<file path="src/rtl/irq_pkg.sv">
package irq_pkg;
   localparam int DW = 4;
   localparam int AW = 8;
   localparam logic [AW-1:0] A_EN_KEY  = 8'hE8;
   localparam logic [AW-1:0] A_EN_MISC = 8'hE9;
   localparam logic [AW-1:0] A_EN_SW   = 8'hEA;
   localparam logic [AW-1:0] A_EN_CT   = 8'hEB;
   localparam logic [AW-1:0] A_FL_SIO  = 8'hEC;
   localparam logic [AW-1:0] A_FL_INP  = 8'hED;
   localparam logic [AW-1:0] A_FL_SW   = 8'hEE;
   localparam logic [AW-1:0] A_FL_CT   = 8'hEF;
   localparam logic [3:0]    STEP_SIO  = 4'h8;

   typedef struct packed {
      logic sio;
      logic inp;
      logic sw;
      logic ct;
   } grp_t;
endpackage

</file>
<file path="src/rtl/irq_flag_bank.sv">
module irq_flag_bank #(
   parameter int W = 3
) (
   input  logic         clk,
   input  logic         rst_n,
   input  logic [W-1:0] set_i,
   input  logic         clr_i,
   output logic [W-1:0] q_o
);
   initial assert (W >= 1 && W <= 4) else $error("flag bank width out of range");

   for (genvar i = 0; i < W; i++) begin : g_bit
      always_ff @(posedge clk) begin
         if (!rst_n)        q_o[i] <= 1'b0;
         else if (set_i[i]) q_o[i] <= 1'b1;
         else if (clr_i)    q_o[i] <= 1'b0;
      end
   end


   set_wins_chk: assert property (@(posedge clk) disable iff (!rst_n)
      (|set_i) |=> ((q_o & $past(set_i)) == $past(set_i)));

   rd_clear_chk: assert property (@(posedge clk) disable iff (!rst_n)
      (clr_i && set_i == '0) |=> (q_o == '0));
endmodule

</file>
<file path="src/rtl/irq_vector_combine.sv">
module irq_vector_combine
   import irq_pkg::*;
(
   input  grp_t       grp_i,
   output logic [3:0] vec_o,
   output logic       any_o
);
   always_comb begin
      any_o = |grp_i;
      if (grp_i.sio) vec_o = STEP_SIO;
      else           vec_o = {1'b0, grp_i.inp, grp_i.sw, grp_i.ct};
   end


   always_comb vec_range_chk: assert (!any_o || (vec_o != 4'h0 && vec_o <= STEP_SIO));
endmodule

</file>
<file path="src/rtl/irq_entry_seq.sv">
module irq_entry_seq #(
   parameter int CYCLES = 12
) (
   input  logic       clk,
   input  logic       rst_n,
   input  logic       start_i,
   input  logic [3:0] vec_i,
   output logic       busy_o,
   output logic       load_o,
   output logic [3:0] step_o
);
   localparam int CW = $clog2(CYCLES);
   localparam logic [CW-1:0] LAST = CW'(CYCLES - 1);

   initial assert (CYCLES >= 2) else $error("entry length too short");

   logic [CW-1:0] cnt;

   always_ff @(posedge clk) begin
      if (!rst_n) begin
         busy_o <= 1'b0;
         cnt    <= '0;
         step_o <= '0;
      end else if (start_i && !busy_o) begin
         busy_o <= 1'b1;
         cnt    <= '0;
         step_o <= vec_i;
      end else if (busy_o) begin
         if (cnt == LAST) busy_o <= 1'b0;
         cnt <= cnt + 1'b1;
      end
   end

   assign load_o = busy_o && (cnt == LAST);


   load_in_busy_chk: assert property (@(posedge clk) disable iff (!rst_n)
      load_o |-> busy_o);

   load_ends_chk: assert property (@(posedge clk) disable iff (!rst_n)
      load_o |=> !busy_o);

   step_hold_chk: assert property (@(posedge clk) disable iff (!rst_n)
      (busy_o && $past(busy_o)) |-> $stable(step_o));
endmodule

</file>
<file path="src/rtl/irq_combiner.sv">
module irq_combiner
   import irq_pkg::*;
#(
   parameter int KEY_W        = 4,
   parameter bit KEY_RISE     = 1'b1,
   parameter int ENTRY_CYCLES = 12
) (
   input  logic             clk,
   input  logic             rst_n,
   input  logic [7:0]       io_addr,
   input  logic             io_wr,
   input  logic             io_rd,
   input  logic [3:0]       io_wdata,
   output logic [3:0]       io_rdata,
   input  logic [KEY_W-1:0] key_in,
   input  logic             port_evt,
   input  logic             sio_evt,
   input  logic [2:0]       ct_evt,
   input  logic [1:0]       sw_evt,
   input  logic             cpu_ie,
   output logic             sio_dir,
   output logic [3:0]       pend_vec,
   output logic             irq_req,
   output logic             entry_busy,
   output logic             vec_load,
   output logic [3:0]       vec_step
);
   initial assert (KEY_W >= 1 && KEY_W <= DW) else $error("KEY_W must fit one register");

   // enable registers
   logic [KEY_W-1:0] en_key;
   logic             en_port, en_sio;
   logic [1:0]       en_sw;
   logic [2:0]       en_ct;

   always_ff @(posedge clk) begin
      if (!rst_n) begin
         en_key  <= '0;
         en_port <= 1'b0;
         sio_dir <= 1'b0;
         en_sio  <= 1'b0;
         en_sw   <= '0;
         en_ct   <= '0;
      end else if (io_wr) begin
         case (io_addr)
            A_EN_KEY:  en_key <= io_wdata[KEY_W-1:0];
            A_EN_MISC: {en_port, sio_dir, en_sio} <= io_wdata[2:0];
            A_EN_SW:   en_sw  <= io_wdata[1:0];
            A_EN_CT:   en_ct  <= io_wdata[2:0];
            default: ;
         endcase
      end
   end

   // key edge detection, variant chosen by active level
   logic [KEY_W-1:0] key_q, key_edge;
   always_ff @(posedge clk) begin
      if (!rst_n) key_q <= {KEY_W{~KEY_RISE}};
      else        key_q <= key_in;
   end
   if (KEY_RISE) begin : g_rise
      assign key_edge = key_in & ~key_q;
   end else begin : g_fall
      assign key_edge = ~key_in & key_q;
   end

   // flag banks
   logic       rd_sio, rd_inp, rd_sw, rd_ct;
   logic       fl_sio;
   logic [1:0] fl_inp, fl_sw;
   logic [2:0] fl_ct;

   assign rd_sio = io_rd && (io_addr == A_FL_SIO);
   assign rd_inp = io_rd && (io_addr == A_FL_INP);
   assign rd_sw  = io_rd && (io_addr == A_FL_SW);
   assign rd_ct  = io_rd && (io_addr == A_FL_CT);

   irq_flag_bank #(.W(1)) u_fl_sio (.clk(clk), .rst_n(rst_n), .set_i(sio_evt),
      .clr_i(rd_sio), .q_o(fl_sio));
   irq_flag_bank #(.W(2)) u_fl_inp (.clk(clk), .rst_n(rst_n),
      .set_i({port_evt, |(key_edge & en_key)}), .clr_i(rd_inp), .q_o(fl_inp));
   irq_flag_bank #(.W(2)) u_fl_sw (.clk(clk), .rst_n(rst_n), .set_i(sw_evt),
      .clr_i(rd_sw), .q_o(fl_sw));
   irq_flag_bank #(.W(3)) u_fl_ct (.clk(clk), .rst_n(rst_n), .set_i(ct_evt),
      .clr_i(rd_ct), .q_o(fl_ct));

   // read mux
   always_comb begin
      io_rdata = '0;
      if (io_rd) begin
         case (io_addr)
            A_EN_KEY:  io_rdata = DW'(en_key);
            A_EN_MISC: io_rdata = {1'b0, en_port, sio_dir, en_sio};
            A_EN_SW:   io_rdata = {2'b0, en_sw};
            A_EN_CT:   io_rdata = {1'b0, en_ct};
            A_FL_SIO:  io_rdata = {3'b0, fl_sio};
            A_FL_INP:  io_rdata = {2'b0, fl_inp};
            A_FL_SW:   io_rdata = {2'b0, fl_sw};
            A_FL_CT:   io_rdata = {1'b0, fl_ct};
            default:   io_rdata = '0;
         endcase
      end
   end

   // group activity and vector
   grp_t grp;
   logic any_act;
   assign grp.sio = fl_sio & en_sio;
   assign grp.inp = (fl_inp[1] & en_port) | (fl_inp[0] & (|en_key));
   assign grp.sw  = |(fl_sw & en_sw);
   assign grp.ct  = |(fl_ct & en_ct);

   irq_vector_combine u_comb (.grp_i(grp), .vec_o(pend_vec), .any_o(any_act));

   assign irq_req = any_act & cpu_ie & ~entry_busy;

   irq_entry_seq #(.CYCLES(ENTRY_CYCLES)) u_entry (.clk(clk), .rst_n(rst_n),
      .start_i(irq_req), .vec_i(pend_vec), .busy_o(entry_busy), .load_o(vec_load),
      .step_o(vec_step));


   no_req_busy_chk: assert property (@(posedge clk) disable iff (!rst_n)
      entry_busy |-> !irq_req);

   req_starts_chk: assert property (@(posedge clk) disable iff (!rst_n)
      irq_req |=> (entry_busy && vec_step == $past(pend_vec)));

   unused_bits_chk: assert property (@(posedge clk) disable iff (!rst_n)
      (io_rd && io_addr[7:4] == 4'hE && io_addr[3:0] != 4'h8) |-> !io_rdata[3]);
endmodule

</file>
<file path="config.mk">
export PLATFORM = sky130hd
export DESIGN_NAME = irq_combiner
export DESIGN_NICKNAME = d
export VERILOG_FILES = /design/src/rtl/irq_pkg.sv /design/src/rtl/irq_flag_bank.sv /design/src/rtl/irq_vector_combine.sv /design/src/rtl/irq_entry_seq.sv /design/src/rtl/irq_combiner.sv
export SDC_FILE = /design/constraint.sdc
export NUM_CORES = 1
export LEC_CHECK = 0
export BUFFER_PORTS_ARGS = -buffer_cell sky130_fd_sc_hd__buf_2
export CAP_MARGIN = 5
export CORE_MARGIN = 1
export CORE_UTILIZATION = 30
export CTS_CLUSTER_DIAMETER = 50
export DETAILED_ROUTE_END_ITERATION = 16
export PLACE_DENSITY = 0.54
export SKIP_LAST_GASP = 1
export SLEW_MARGIN = 10
export SYNTH_ARGS = -nofsm -noshare
export SYNTH_HDL_FRONTEND = slang
export SYNTH_SLANG_ARGS = --single-unit
</file>
<file path="constraint.sdc">
create_clock -name clk -period 2.8 [get_ports clk]
set_input_delay 0.56 -clock clk [delete_from_list [all_inputs] [get_ports clk]]
set_output_delay 0.56 -clock clk [all_outputs]
set_load 0.02 [all_outputs]
</file>
==> results of run 1 <==
metal layers:
metal,part of all wire,track usage,vias to the layer above
met3,0.028,0.0321,2
li1,-,-,732
met4,0.0088,0.0566,0
met2,0.48,0.251,22
met1,0.48,0.187,661
met5,0,0,-
cell families (layout without fill, tap and decap cells):
group,count (synthesis),count (layout),synth area share
xor+xnor,3,3,0.0164
fa+ha+maj,1,1,0.00783
buf+inv,20,66,0.0525
simple gates,65,65,0.202
compound gates,40,40,0.167
flops,33,33,0.413
mux,21,21,0.141
registers in the layout (all words and copies together), names as in the netlist, 3 cells and up:
register / cells
u_fl_ct.q_o: 3
u_entry.step_o: 4
key_q: 4
u_entry.cnt: 4
en_ct: 3
en_key: 4
metrics by stage:
step,hold WS [ns],instance area [um2],cells,setup slack [ns]
finish,0.493,2000,299,0.484
global route,0.494,2000,299,0.392
detailed placement,0.482,1880,291,0.491
CTS,0.483,2000,299,0.486
global placement,0.477,1880,291,0.516
floorplan,0.444,1600,183,0.558
synthesized netlist by cell type, types with 2 or more instances:
| library cell | count |
|---|---|
| mux2_2 | 2 |
| nand3_1 | 2 |
| nand2b_1 | 4 |
| nand3b_1 | 2 |
| nor3_1 | 2 |
| dfxtp_1 | 33 |
| nand2_1 | 23 |
| inv_1 | 13 |
| o21ai_0 | 9 |
| and2_1 | 4 |
| and3b_1 | 2 |
| nand4_1 | 4 |
| xor2_1 | 2 |
| a22oi_1 | 2 |
| a41o_2 | 2 |
| a222oi_1 | 2 |
| nor2_1 | 16 |
| clkbuf_1 | 5 |
| a21oi_1 | 15 |
| mux2i_1 | 18 |
power groups by stage:
stage / clock (mW) / sequential, mW / combinational (mW)
finish: 0.464 / 0.488 / 0.0696
floorplan: 0 / 0.495 / 0.0426
global route: 0.502 / 0.489 / 0.0790
detailed placement: 0 / 0.498 / 0.0707
CTS: 0.481 / 0.487 / 0.0710
global placement: 0 / 0.498 / 0.0701
cell type report:
type | count | area [um2]
fill | 577 | 3110
clock buffer | 6 | 82.6
multi-input combinational | 130 | 853
timing repair buffer | 45 | 230
tap | 70 | 87.6
sequential | 33 | 661
inverter | 13 | 48.8
clock inverter | 2 | 37.5
worst register-to-register path: cells and delay by family, from the launching register on:
family             cells  cell delay (ns)
AOI/OAI and AO/OA      2             0.86
and+or+nand+nor        2             0.22
DFF                    1             0.36
final timing paths:
path | depth (start not counted) | slack, ns | from | endpoint
worst max-delay path | 6 | 0.48 | io_addr[0] | io_rdata[0]
worst min-delay path | 2 | 0.49 | key_in[1] | key_q[1]
worst max register to register | 4 | 1.31 | en_sw[0] | u_entry.cnt[3]
worst min register to register | 2 | 0.49 | u_entry.step_o[0] | u_entry.step_o[0]
==> impl_metrics.env, run 1 <==
export IMPL_numClockSinks=33
export IMPL_postSynthAreaPerCell_um2=8.73
export IMPL_fin_crit_sh=0.827
export IMPL_firstDrtPassIters=4
export IMPL_drtIter0Drc=122
export IMPL_die_h_um=75.0
export IMPL_leakage_nw=0.858
export IMPL_num_nets_final=257
export IMPL_crit_family="buffers and inverters"
export IMPL_finalSetupViolations=0
export IMPL_cp_max_fo=15
export IMPL_synth_edff_count=0
export IMPL_cts_root_buf="clkbuf_8"
export IMPL_yosysTopAreaCellShare=0.413
export IMPL_timing_fmax_mhz=432
export IMPL_drc_errors=0
export IMPL_grt_pass1_vias=1317
export IMPL_synthCells=183
export IMPL_gp_congestion=0.910
export IMPL_portBuffers=43
export IMPL_crit_type="primary input to primary output"
export IMPL_hp_class="primary input to register"
export IMPL_ys_types=41
export IMPL_clk_pin_slew_ns=0.07
export IMPL_rsz0062_at_grt="false"
export IMPL_io_pins=44
export IMPL_cap_violations=0
export IMPL_ir_drop_mv=0.217
export IMPL_setup_tns_ns=0
export IMPL_cts_buffers=5
export IMPL_syn_num_nets=212
export IMPL_synth_area_leaders="dfxtp_1 (41%), mux2i_1 (11%), nand2_1 (5.4%), a21oi_1 (4.7%), nor2_1 (3.8%)"
export IMPL_grt_max_degree=23
export IMPL_start_util=0.313
export IMPL_slowest_stage="mux2_2"
export IMPL_pwr_share_comb=0.068
export IMPL_final_hold_violation_count=0
export IMPL_yosys_warnings=0
export IMPL_period_minus_slack_ns=2.32
export IMPL_antenna_found_initial=0
export IMPL_dp_hpwl_mm=2.89
export IMPL_cts_hold_buf=0
export IMPL_core_area_mm2=0.00511
export IMPL_cp_end_kind="primary output"
export IMPL_grt_use_total=0.149
export IMPL_pwr_share_clk=0.454
export IMPL_diodes=0
export IMPL_path_common_cell="buf_2"
export IMPL_via_per_inst=4.74
export IMPL_tightest_slew_ns=0.528
export IMPL_synth_seq_area_share=0.413
export IMPL_dr_total_vias=1417
export IMPL_drt_wl_total_mm=3.88
export IMPL_post_cts_setup_buffer_count=0
export IMPL_p_sw_frac=0.217
export IMPL_syn_cell_area_mm2=0.00160
export IMPL_fin_skew_ns=0.00631
export IMPL_final_cell_mix="buf_2 (43), dfxtp_1 (33), nand2_1 (23), mux2i_1 (18), nor2_1 (16)"
export IMPL_overflow=0
export IMPL_critPathMaxStageDelay_ns=0.37
export IMPL_fin_util=0.392
export IMPL_synth_top_area_cell="dfxtp_1"
export IMPL_yosys_most_used_dff="dfxtp_1"
export IMPL_drv_slew=0
export IMPL_wl_per_cell_um=13.0
export IMPL_areaGrowthSynthToFinish_pct=25.2
export IMPL_seq_power_share=0.478
export IMPL_synth_seq_cells=33
export IMPL_rows=26
export IMPL_power_mw=1.02
export IMPL_status="finished, final reports clean"
export IMPL_synthArstFlopShare=0
export IMPL_final_antenna_net_count=0
export IMPL_cp_arrival_ns=1.76
export IMPL_htree_levels=2
export IMPL_cts_repair_resized=0
export IMPL_p_sw_mw=0.222
export IMPL_crit_path_start_kind="primary input"
export IMPL_power_density_mw_per_mm2=511
export IMPL_max_slew_margin=0.648
export IMPL_final_common_cell="buf_2"
export IMPL_cts_path_max_buffers=2
export IMPL_p_int_mw=0.800
export IMPL_die_w_um=75.0
export IMPL_crit_required_ns=2.24
export IMPL_critPathBufInv=2
export IMPL_die_area_mm2=0.00562
export IMPL_drive_above_1_share=0.275
export IMPL_cts_tree="done"
export IMPL_clk_latency_ns=0.28
export IMPL_grt_pass1_wl_mm=6.22
export IMPL_path_cells="buf_2 -> mux2_2 -> a22oi_1 -> a2bb2oi_1 -> a21oi_1 -> buf_2"
(Power assumes the default switching activity.)
==> run 2: changes to the inputs <==
--- a/config.mk
+++ b/config.mk
@@ -5,13 +5,14 @@
 export SDC_FILE = /design/constraint.sdc
 export NUM_CORES = 1
 export LEC_CHECK = 0
+export ABC_AREA = 1
 export BUFFER_PORTS_ARGS = -buffer_cell sky130_fd_sc_hd__buf_2
 export CAP_MARGIN = 5
 export CORE_MARGIN = 1
 export CORE_UTILIZATION = 30
 export CTS_CLUSTER_DIAMETER = 50
 export DETAILED_ROUTE_END_ITERATION = 16
-export PLACE_DENSITY = 0.54
+export PLACE_DENSITY = 0.55
 export SKIP_LAST_GASP = 1
 export SLEW_MARGIN = 10
 export SYNTH_ARGS = -nofsm -noshare
==> constraint.sdc (replaced) <==
create_clock -name clk -period 1.91 [get_ports clk]
set_input_delay 0.382 -clock clk [delete_from_list [all_inputs] [get_ports clk]]
set_output_delay 0.382 -clock clk [all_outputs]
set_load 0.02 [all_outputs]
==> run 2 against run 1 <==
Area after synthesis up 3.1%; setup slack lost 0.40 ns; routed wire length rose by 8.4%; power rose by 31%; final area grew 4.3%; utilization is 0.92 points higher; sequential power up 46%; synthesized cell count increased by 32%; critical path depth grew 4; sequential share of layout area down 1.4 points; clock power rose by 11%; largest cell class unchanged.
==> impl_metrics.env, run 2 <==
export IMPL_grt_use_total=0.153
export IMPL_grt_busiest_layer="met2"
export IMPL_timing_fmax_mhz=546
export IMPL_leakage_nw=1.00
export IMPL_crit_required_ns=1.53
export IMPL_fin_crit_sh=0.958
export IMPL_grt_max_degree=22
export IMPL_path_cells="buf_2 -> inv_1 -> nand2_2 -> nor2_4 -> buf_12 -> nand2_1 -> nor2_1 -> nor2_1 -> a21oi_1 -> buf_2"
export IMPL_cap_violations=0
export IMPL_gp_congestion=0.806
export IMPL_grt_pass1_vias=1560
export IMPL_cts_buffers=5
export IMPL_synth_area_leaders="dfxtp_1 (40%), nand2_1 (13%), nand3_1 (10%), nor2_1 (8.0%), a21oi_1 (7.9%)"
export IMPL_grtUsageMet1=0.200
export IMPL_synth_seq_cells=33
export IMPL_synth_top_area_cell="dfxtp_1"
export IMPL_postSynthAreaPerCell_um2=6.80
export IMPL_drt_wl_total_mm=4.21
export IMPL_critPathBufInv=4
export IMPL_ir_drop_mv=0.264
export IMPL_yosys_warnings=0
export IMPL_power_mw=1.34
export IMPL_cts_path_max_buffers=2
export IMPL_final_cell_mix="nand2_1 (58), buf_2 (43), nand3_1 (33), dfxtp_1 (33), nor2_1 (32)"
export IMPL_status="finished, final reports clean"
export IMPL_overflow=0
export IMPL_final_hold_violation_count=0
export IMPL_critPathMaxStageDelay_ns=0.19
export IMPL_nFillCells=596
export IMPL_diodes=0
export IMPL_die_w_um=76.1
export IMPL_synthCells=242
export IMPL_portBuffers=43
export IMPL_wl_per_cell_um=11.5
export IMPL_clk_pin_slew_ns=0.07
export IMPL_setup_tns_ns=0
export IMPL_cts_root_buf="clkbuf_8"
export IMPL_synth_seq_area_share=0.401
export IMPL_areaGrowthSynthToFinish_pct=26.7
export IMPL_met3_usage=0.0275
export IMPL_dp_hpwl_mm=3.14
export IMPL_synth_edff_count=0
export IMPL_hp_class="primary input to register"
export IMPL_synth_most_common_cell="nand2_1"
export IMPL_start_util=0.316
export IMPL_grt_pass1_wl_mm=7.09
export IMPL_cp_max_fo=21
export IMPL_ys_types=25
export IMPL_crit_family="buffers and inverters"
export IMPL_cp_end_kind="primary output"
export IMPL_slowest_stage="buf_2"
export IMPL_syn_cell_area_mm2=0.00165
export IMPL_rows=26
export IMPL_yosysTopAreaCellShare=0.401
export IMPL_tightest_slew_ns=0.328
export IMPL_period_minus_slack_ns=1.83
export IMPL_via_per_inst=4.52
export IMPL_dr_total_vias=1655
export IMPL_num_nets_final=324
export IMPL_die_area_mm2=0.00579
export IMPL_rsz0062_at_grt="true"
export IMPL_final_antenna_net_count=0
export IMPL_antenna_found_initial=0
export IMPL_syn_num_nets=271
export IMPL_cts_hold_buf=0
export IMPL_fin_skew_ns=0.00405
export IMPL_max_slew_margin=0.781
export IMPL_htree_levels=2
export IMPL_drc_errors=0
export IMPL_drive_above_1_share=0.264
export IMPL_crit_type="primary input to primary output"
export IMPL_drtIter0Drc=62
export IMPL_io_pins=44
export IMPL_power_density_mw_per_mm2=643
export IMPL_crit_path_start_kind="primary input"
export IMPL_final_common_cell="nand2_1"
export IMPL_use_met2=0.241
export IMPL_core_area_mm2=0.00520
export IMPL_clk_latency_ns=0.29
export IMPL_yosys_most_used_dff="dfxtp_1"
export IMPL_die_h_um=76.1
export IMPL_numClockSinks=33
export IMPL_drv_slew=0
export IMPL_cp_arrival_ns=1.45
export IMPL_synth_common_cells="nand2_1 (59), nor2_1 (35), dfxtp_1 (33), nand3_1 (33), a21oi_1 (26)"
export IMPL_firstDrtPassIters=5
export IMPL_synthArstFlopShare=0
export IMPL_finalSetupViolations=0
export IMPL_cts_tree="done"
[run 2: routing by layer]
metal,routed length [um],share of wire
met5,0,0
met3,155,0.037
met1,2090,0.50
met2,1870,0.44
met4,92,0.022
[run 2: power by group]
part | internal (mW) | switching [mW]
clock | 0.251 | 0.264
sequential | 0.704 | 0.0102
combinational | 0.0435 | 0.0690
[run 2: stage by stage]
stage / util / worst slack [ns] / instances / cell area [um2] / hold slack [ns]
after floorplan: - / 0.187 / 242 / 1650 / 0.437
after global placement: 0.377 / 0.0444 / 354 / 1960 / 0.454
after detailed placement: 0.377 / 0.0566 / 354 / 1960 / 0.455
after CTS: 0.393 / 0.0466 / 362 / 2050 / 0.278
after global routing: 0.401 / -0.0189 / 366 / 2090 / 0.276
final: 0.401 / 0.0798 / 366 / 2090 / 0.284
[run 2: worst min-delay path: cells and delay by family]
kind | cells | cell delay [ns]
buf+inv | 2 | 0.13
simple gates | 1 | 0.04
[run 2: path summary, 6_finish.rpt]
path              cells past startpoint  slack (ns)               from           endpoint
setup / recovery                     10        0.08         io_addr[4]        io_rdata[1]
hold / removal                        3        0.28          key_in[3]           key_q[3]
setup reg to reg                      7        0.66          en_key[2]  u_entry.step_o[1]
hold reg to reg                       2        0.46  u_entry.step_o[2]  u_entry.step_o[2]
[run 2: area by class of cell]
cell class | count | area [um2] | share of cell area
multi-input cells | 181 | 875 | 0.419
flip-flops and latches | 33 | 661 | 0.317
repair buffers | 52 | 295 | 0.141
well taps | 70 | 87.6 | 0.0420
inverters | 22 | 82.6 | 0.0396
clock buffers | 5 | 68.8 | 0.0330
clock inverters | 3 | 17.5 | 0.00839
[run 2: cell families after synthesis]
kind of cell | share of synthesized area
flops | 0.401
simple gates | 0.399
fa+ha+maj | 0.00760
buf+inv | 0.0737
compound gates | 0.0965
mux | 0.00608
xor+xnor | 0.0160
[run 2: repair_timing]
item / in CTS / in global routing
gates resized for setup: 0 / 4
endpoints found under the setup margin: 0 / 3
setup buffers: 0 / 4
